$ cat config.mk
export PLATFORM = sky130hd
export DESIGN_NAME = seg_xlate
export DESIGN_NICKNAME = d
export VERILOG_FILES = /design/src/rtl/seg_xlate.sv
export SDC_FILE = /design/constraint.sdc
export NUM_CORES = 1
export LEC_CHECK = 0
export ABC_AREA = 1
export CAP_MARGIN = 5
export CORE_AREA = 2 2 70 88
export CTS_CLUSTER_DIAMETER = 40
export DETAILED_ROUTE_END_ITERATION = 16
export DIE_AREA = 0 0 72 90
export DONT_BUFFER_PORTS = 1
export MAX_ROUTING_LAYER = met4
export PLACE_DENSITY = 0.51
export SETUP_SLACK_MARGIN = 0.5
export SLEW_MARGIN = 25
export SYNTH_ARGS = -nofsm -noshare
export SYNTH_HDL_FRONTEND = slang
export SYNTH_SLANG_ARGS = --single-unit
$ cat constraint.sdc
create_clock -name clk -period 4.05 [get_ports clk]
set_input_delay 0 -clock clk [delete_from_list [all_inputs] [get_ports clk]]
set_output_delay 0 -clock clk [all_outputs]
set_load 0.03 [all_outputs]
$ cat src/rtl/seg_xlate.sv
module seg_xlate #(
  parameter bit REG_OUT = 1'b1,
  parameter int PA_FIELD_W = 7,
  parameter int CFG_PA_LSB = 9,
  parameter int PA_SHIFT = 20
) (
  input  logic        clk,
  input  logic        rst_n,
  input  logic [31:0] vaddr,
  input  logic [1:0]  priv,
  input  logic [31:0] segctl0,
  input  logic [31:0] segctl1,
  input  logic [31:0] segctl2,
  output logic        ade,
  output logic        mapped,
  output logic        unmapped_hit,
  output logic [CFG_PA_LSB+PA_FIELD_W+PA_SHIFT-1:0] paddr
);
  localparam int PA_W = CFG_PA_LSB + PA_FIELD_W + PA_SHIFT;
  localparam int BASE_LSB = CFG_PA_LSB + PA_SHIFT;

  logic [15:0] cfg;
  logic [31:0] omask;

  always_comb begin
    omask = 32'h1FFF_FFFF;
    unique case (vaddr[31:29])
      3'b000, 3'b001: begin cfg = segctl2[31:16]; omask = 32'h3FFF_FFFF; end
      3'b010, 3'b011: begin cfg = segctl2[15:0];  omask = 32'h3FFF_FFFF; end
      3'b100:         cfg = segctl1[31:16];
      3'b101:         cfg = segctl1[15:0];
      3'b110:         cfg = segctl0[31:16];
      default:        cfg = segctl0[15:0];
    endcase
  end

  logic [2:0] am_s;
  logic       eu_s;
  logic [PA_FIELD_W-1:0] pa_s;
  logic       unused_cfg;
  assign am_s = cfg[6:4];
  assign eu_s = cfg[3];
  assign pa_s = cfg[CFG_PA_LSB +: PA_FIELD_W];
  assign unused_cfg = ^{cfg[8:7], cfg[2:0]};

  logic c_ade, c_map, c_unm;
  logic kmap;
  assign kmap = (am_s == 3'd1) || (am_s == 3'd2) || (am_s == 3'd3);

  always_comb begin
    c_ade = 1'b0;
    c_map = 1'b0;
    unique case (priv)
      2'd0: c_map = kmap;
      2'd1: begin
        c_ade = (am_s == 3'd0) || (am_s == 3'd1);
        c_map = (am_s == 3'd2) || (am_s == 3'd3) || (am_s == 3'd4);
      end
      2'd2: begin
        c_ade = (am_s <= 3'd2) || (am_s == 3'd5);
        c_map = (am_s == 3'd3) || (am_s == 3'd4);
      end
      default: c_map = !eu_s && kmap;
    endcase
  end
  assign c_unm = !c_ade && !c_map;

  logic [PA_W-1:0] wmask, base, c_paddr;
  assign wmask = PA_W'(omask);
  assign base = {pa_s, {BASE_LSB{1'b0}}};
  assign c_paddr = c_unm ? ((base & ~wmask) | (PA_W'(vaddr) & wmask)) : '0;

  generate
    if (REG_OUT) begin : g_reg
      always_ff @(posedge clk) begin
        if (!rst_n) begin
          ade <= 1'b0;
          mapped <= 1'b0;
          unmapped_hit <= 1'b0;
          paddr <= '0;
        end else begin
          ade <= c_ade;
          mapped <= c_map;
          unmapped_hit <= c_unm;
          paddr <= c_paddr;
        end
      end
    end else begin : g_comb
      assign ade = c_ade;
      assign mapped = c_map;
      assign unmapped_hit = c_unm;
      assign paddr = c_paddr;
    end
  endgenerate
endmodule

Word level (Yosys, flattened, before mapping) --
Index checks and enable logic that the tools add are counted.
Storage, ports and cells: flip-flop bits (word level) 39, input port bits 132, output and inout bits 39, word-level logic and storage cells 45
Operators by class: magnitude comparators 1, equality and inequality tests 13, multiplexer cells 4, bitwise operators 4, reductions and logical operators 19
Operators by type and width (number):
- one-hot mux 16 bit (5 select lines) | 1
- bitwise AND 36 bit | 1
- NOT 32 -> 36 bit | 1
- bitwise OR 36 x 32 -> 36 bit | 1
- bitwise AND 32 bit | 1
- two-way mux 30 bit | 1
- equality test 3 bit (second input constant) | 5
- equality test 3 x 2 -> 1 bit (second input constant) | 4
- logical OR 1 bit | 7
- equality test 3 x 1 -> 1 bit (second input constant) | 2
- zero test 3 bit | 2
- OR reduction 2 bit | 2
- OR reduction 4 bit | 1
- <= comparator 3 x 2 -> 1 bit (second input constant) | 1
- zero test 1 bit | 3
- one-hot mux 1 bit (3 select lines) | 1
- equality test 2 x 1 -> 1 bit (second input constant) | 1
- equality test 2 bit (second input constant) | 1
- logical AND 1 bit | 2
- zero test 2 bit | 1
- one-hot mux 1 bit (2 select lines) | 1
- AND reduction 2 bit | 1

Depth between registers and ports, before layout --
depth after elaboration 11, depth in mapped cells 16, mapped depth without buffers 14

Least setup slack after synthesis --
OpenSTA, ideal clock, no wires.
path type input-to-reg, start point input port vaddr[31], end point register paddr[35], setup time 0.124 ns, arrival time 1.312 ns, data required time 3.926 ns, path slack 2.614 ns, stages 11, buffers on the path 3, cells stage by stage buf_6 > buf_2 > nand3_1 > inv_1 > nand2_1 > nand2_1 > a221oi_1 > nand4_1 > nand3_4 > buf_6 > nor2_2
On the way: cells in the longest elaborated chain, start to end 11, elaborated cells between the ends (all ways) 34, classes of those cells order compare (1); eq/ne (11); mux (3); bitwise (2); reduce/logical (17)
RTL lines:
- start: declaration | RTL line 9 | input logic [31:0] vaddr,
- equality test 3 x 2 -> 1 bit, or another cell as far along | RTL line 27 | unique case (vaddr[31:29])
- OR reduction 2 bit (on tied branches)
- one-hot mux 16 bit (5 select lines) * | RTL line 27
- equality test 3 x 1 -> 1 bit / equality test 3 x 2 -> 1 bit (equally long branches) | RTL line 48, 56, 57
- logical OR 1 bit (2 in a row) | RTL line 48 | assign kmap = (am_s == 3'd1) || (am_s == 3'd2) || (am_s == 3'd3);
- logical AND 1 bit | RTL line 63 | default: c_map = !eu_s && kmap;
- one-hot mux 1 bit (3 select lines) | RTL line 53 | unique case (priv)
- zero test 1 bit | RTL line 66 | assign c_unm = !c_ade && !c_map;
- logical AND 1 bit | RTL line 66
- AND reduction 2 bit (no line)
- end signal: assignment | RTL line 85 | paddr <= c_paddr;
- end: declaration | RTL line 17 | output logic [CFG_PA_LSB+PA_FIELD_W+PA_SHIFT-1:0] paddr
Mark *: on every way between the ends. The rest lies on a longest branch, timed or not. A chain may end at the register's enable or synchronous reset.

Worst setup path after layout --
start point input port vaddr[29], end point register paddr[3]
On the way: cells in the longest elaborated chain, start to end 11, elaborated cells between the ends (all ways) 32, classes of those cells order compare (1); eq/ne (11); mux (3); reduce/logical (17)
RTL lines (RTL line):
- equality test 3 x 2 -> 1 bit, or another cell as far along | 27
- OR reduction 2 bit (on tied branches)
- one-hot mux 16 bit (5 select lines) * | 27
- equality test 3 x 1 -> 1 bit / equality test 3 x 2 -> 1 bit (equally long branches) | 48, 56, 57
- logical OR 1 bit (2 in a row) | 48
- logical AND 1 bit | 63
- one-hot mux 1 bit (3 select lines) | 53
- zero test 1 bit | 66
- logical AND 1 bit * | 66
- AND reduction 2 bit (no line) *
Marks and branches as above.

==> results.md <==
Outcome:
- The run finished with clean final reports.

Power:
- Summed over all cells, the static leakage comes to 1.13 nW.
- The largest voltage drop on the vdd net is 169 µV.
- The power per cell area is ~430 nW/µm².
- The power consumption is between 1 and 1.5 mW.

Worst setup path:
- The highest cell delay on the worst timing path is between 400 and 500 ps.
- The signal on the critical path passes through nand3_2 -> clkinv_1 -> nand2_1 -> nand3_2 -> nor2_1 -> nor2_1 -> nand2_1 -> nand2_1 -> nand2_1 -> nand3_4 -> nor2_1.
- The cell occurring most often along the worst timing path is nand2_1.
- The worst-path cell with the longest stage delay is nand3_4.
- The critical path is of the in -> reg type.
- STA classifies the critical path startpoint as an input pin.
- At the worst endpoint, the arrival time is ~1900 ps.
- Of all nets on the critical path, the largest fanout is 37.
- The required time of the critical path is ~4300 ps.
- STA classifies the critical path endpoint as a register.

Floorplan:
- During I/O placement, the number of pins put on the boundary was about 170.
- The die outline area is approximately 6500 µm².
- Once the floorplan was initialized, standard cells occupied a little under a third of the core.
- The number of standard-cell rows in the floorplan is 31.
- From bottom edge to top edge, the die measures 90 µm.
- The die is between 70 and 80 µm wide.
- The total core area is between 5000 and 6000 µm².

Global route:
- Entering global routing, the biggest net connects 38 pins.
- The number of antenna violations at the first check in global routing was 0.
- The leftover overflow at the end of global routing is 0.
- The global-route wire length before repair is around 7600 µm.
- The number of global-route vias before repair is 1,610.
- Global routing consumed, over all layers together, between 15 and 20% of the routing resources.

Finish:
- The area overhead of the layout relative to synthesis is 32.7%.
- Measured on the finished design, the core utilization comes to a little over two fifths.
- The post-layout instance count excluding filler cells is 348.
- The layout has between 500 and 600 filler cells.
- Leaving out fill and tap cells, the most frequent cell in the layout is nand2_1.
- The number of antenna diodes in the final layout is 0.
- The final net count is roughly 420.
- The post-route netlist has ~16% of its cells at a drive strength greater than 1.
- The combined flip-flop and latch cell area is 781 µm².
- In the layout the commonest cells are nand2_1 (53), dlygate4sd3_1 (44), inv_1 (41).
- In the final layout, the multi-input gates occupy 813 µm².

Placement:
- The worst setup slack before clock tree synthesis is 2030 ps.
- The detailed-placement wirelength estimate is ~3600 µm.
- Input and output buffers added on the ports amount to 0.
- The number of cells in the design after placement is between 200 and 300.
- At the end of routability-driven placement, the weighted congestion stood at roughly 0.83.

Yosys:
- Synthesis produced a netlist with a net count of about 370.
- The count of mapped cells out of synthesis is 236.
- The summed instance area of the synthesized netlist is 1820 µm².
- The part of the Yosys area used for sequential elements is about 43%.
- Synthesis inferred 39 register bits.
- The synthesized area divided by synthesized cell count is ~7.7 µm².
- The count of distinct cell types in the synthesized netlist is 22.
- The yosys synthesis warning count is 0.

Timing:
- The total count of hold-check failures in the final report was 0.
- The setup TNS after final layout is 0 ps.
- The final critical path takes up about 41% of the cycle.
- The transition time at the pin with the least slew margin is 608 ps.
- The worst relative slew slack is approximately 60%.
- The upper clock frequency limit is between 600 and 700 MHz.
- The count of final max-slew check failures was 0.
- Setup repair after global routing left no endpoint under its margin.
- Once routing completed, OpenROAD measured the worst setup slack at between 2000 and 2500 ps.
- The final setup violation count is 0.
- The post-layout minimum cycle time is 1660 ps.

Clock tree:
- The longest clock path from root to sink contains 2 buffers.
- The total CTS buffers is 5.
- The clock drives 39 sinks.
- The cell at the root of the clock tree is clkbuf_8.
- In this run the post-CTS setup repair buffer count came out at 0.
- TritonCTS built the clock tree.
- The maximum level of the CTS H-tree is 2.
- The clock-pin slew on the worst setup and hold paths is 70 ps.

Run:
- Across the run, the number of max-cap violations was 0.

Routing:
- The wire length after detailed routing is just under 5000 µm.
- For this run, the detailed router's first-pass iteration total came to 4.
- After detailed routing, the number of vias per cell comes to 4.72.
- The detail route stage leaves a number of antenna-violating nets equal to 0.
- The routed layout has roughly 1,600 vias.
- The number of DRC markers after the initial detailed-route iteration is 38.
- The final routed DRC violation total is 0.
- Dividing the detail-routed wire length by the instance count gives between 10 and 15 µm.

Min path:
- The min-delay analysis places its worst path in the category in -> reg.
metrics by stage:
| step | area [µm²] | hold slack (ps) |
|---|---|---|
| final | 2410 | 48.8 |
| after global routing | 2410 | 51.5 |
| after CTS | 2410 | 37.1 |
| after detailed placement | 1840 | 116 |
| after global placement | 1840 | 116 |
| after floorplan | 1820 | 112 |
repair_timing:
action                                  CTS  global route
gates resized for setup                   0             0
hold endpoints to repair                 38             0
endpoints found under the setup margin    0             0
hold buffers                             44             0
Yosys cell counts:
| cell | count | share of area, % |
|---|---|---|
| nand2_1 | 53 | 11 |
| inv_1 | 41 | 8.5 |
| dfxtp_1 | 39 | 43 |
| nor2_2 | 29 | 10 |
| nor2_1 | 19 | 3.9 |
| nand4_1 | 13 | 4.5 |
| nand3_1 | 8 | 2.2 |
| a221oi_1 | 7 | 3.4 |
| buf_6 | 5 | 3.1 |
| ha_1 | 4 | 2.8 |
| a21oi_1 | 3 | 0.83 |
| nand3_2 | 2 | 1.1 |
| nand3b_1 | 2 | 0.83 |
| nor2_4 | 2 | 1.2 |
| o21ai_0 | 2 | 0.55 |
| a21oi_2 | 1 | 0.48 |
| buf_2 | 1 | 0.28 |
| clkinv_1 | 1 | 0.21 |
| inv_2 | 1 | 0.21 |
| nand3_4 | 1 | 0.96 |
| o21bai_2 | 1 | 0.62 |
| o221ai_1 | 1 | 0.48 |
final timing paths:
check             startpoint  endpoint  cells after the start
setup / recovery   vaddr[29]  paddr[3]                     11
hold / removal    segctl0[3]    mapped                      3
registers in the layout (all words and copies together), names as in the netlist:
register	cells
paddr	36
ade	1
mapped	1
unmapped_hit	1
metal layers:
metal	global-route usage (%)	vias up	wire (µm)
met4	4.87	0	57
li1	-	823	-
met1	17.1	713	1950
met2	27.9	102	2520
met5	-	-	0
met3	2.91	5	404
report_power, final:
group	total, mW	internal (mW)	switching, mW
clock	0.373	0.246	0.127
sequential	0.506	0.420	0.0856
combinational	0.154	0.0715	0.0824
cell families after synthesis:
kind of cell             Yosys count  share of synthesized area, %
AND/OR/NAND/NOR                  129                          35.7
buffers and inverters             49                          12.3
flip-flops                        39                          43.0
AO/OA/AOI/OAI                     15                          6.34
adder cells (fa/ha/maj)            4                          2.75
area by class of cell:
type,count,share of cell area [%]
well taps,66,3.43
multi-input cells,148,33.7
repair buffers,44,18.3
clock buffers,6,3.01
inverters,43,6.69
clock inverters,2,2.49
flip-flops and latches,39,32.4
critical path, delay by kind of cell:
| kind | cells | cell delay, ps |
|---|---|---|
| AND/OR/NAND/NOR | 10 | 1530 |
| buffers and inverters | 1 | 300 |
No activity file was read; power rests on OpenSTA's default activity.
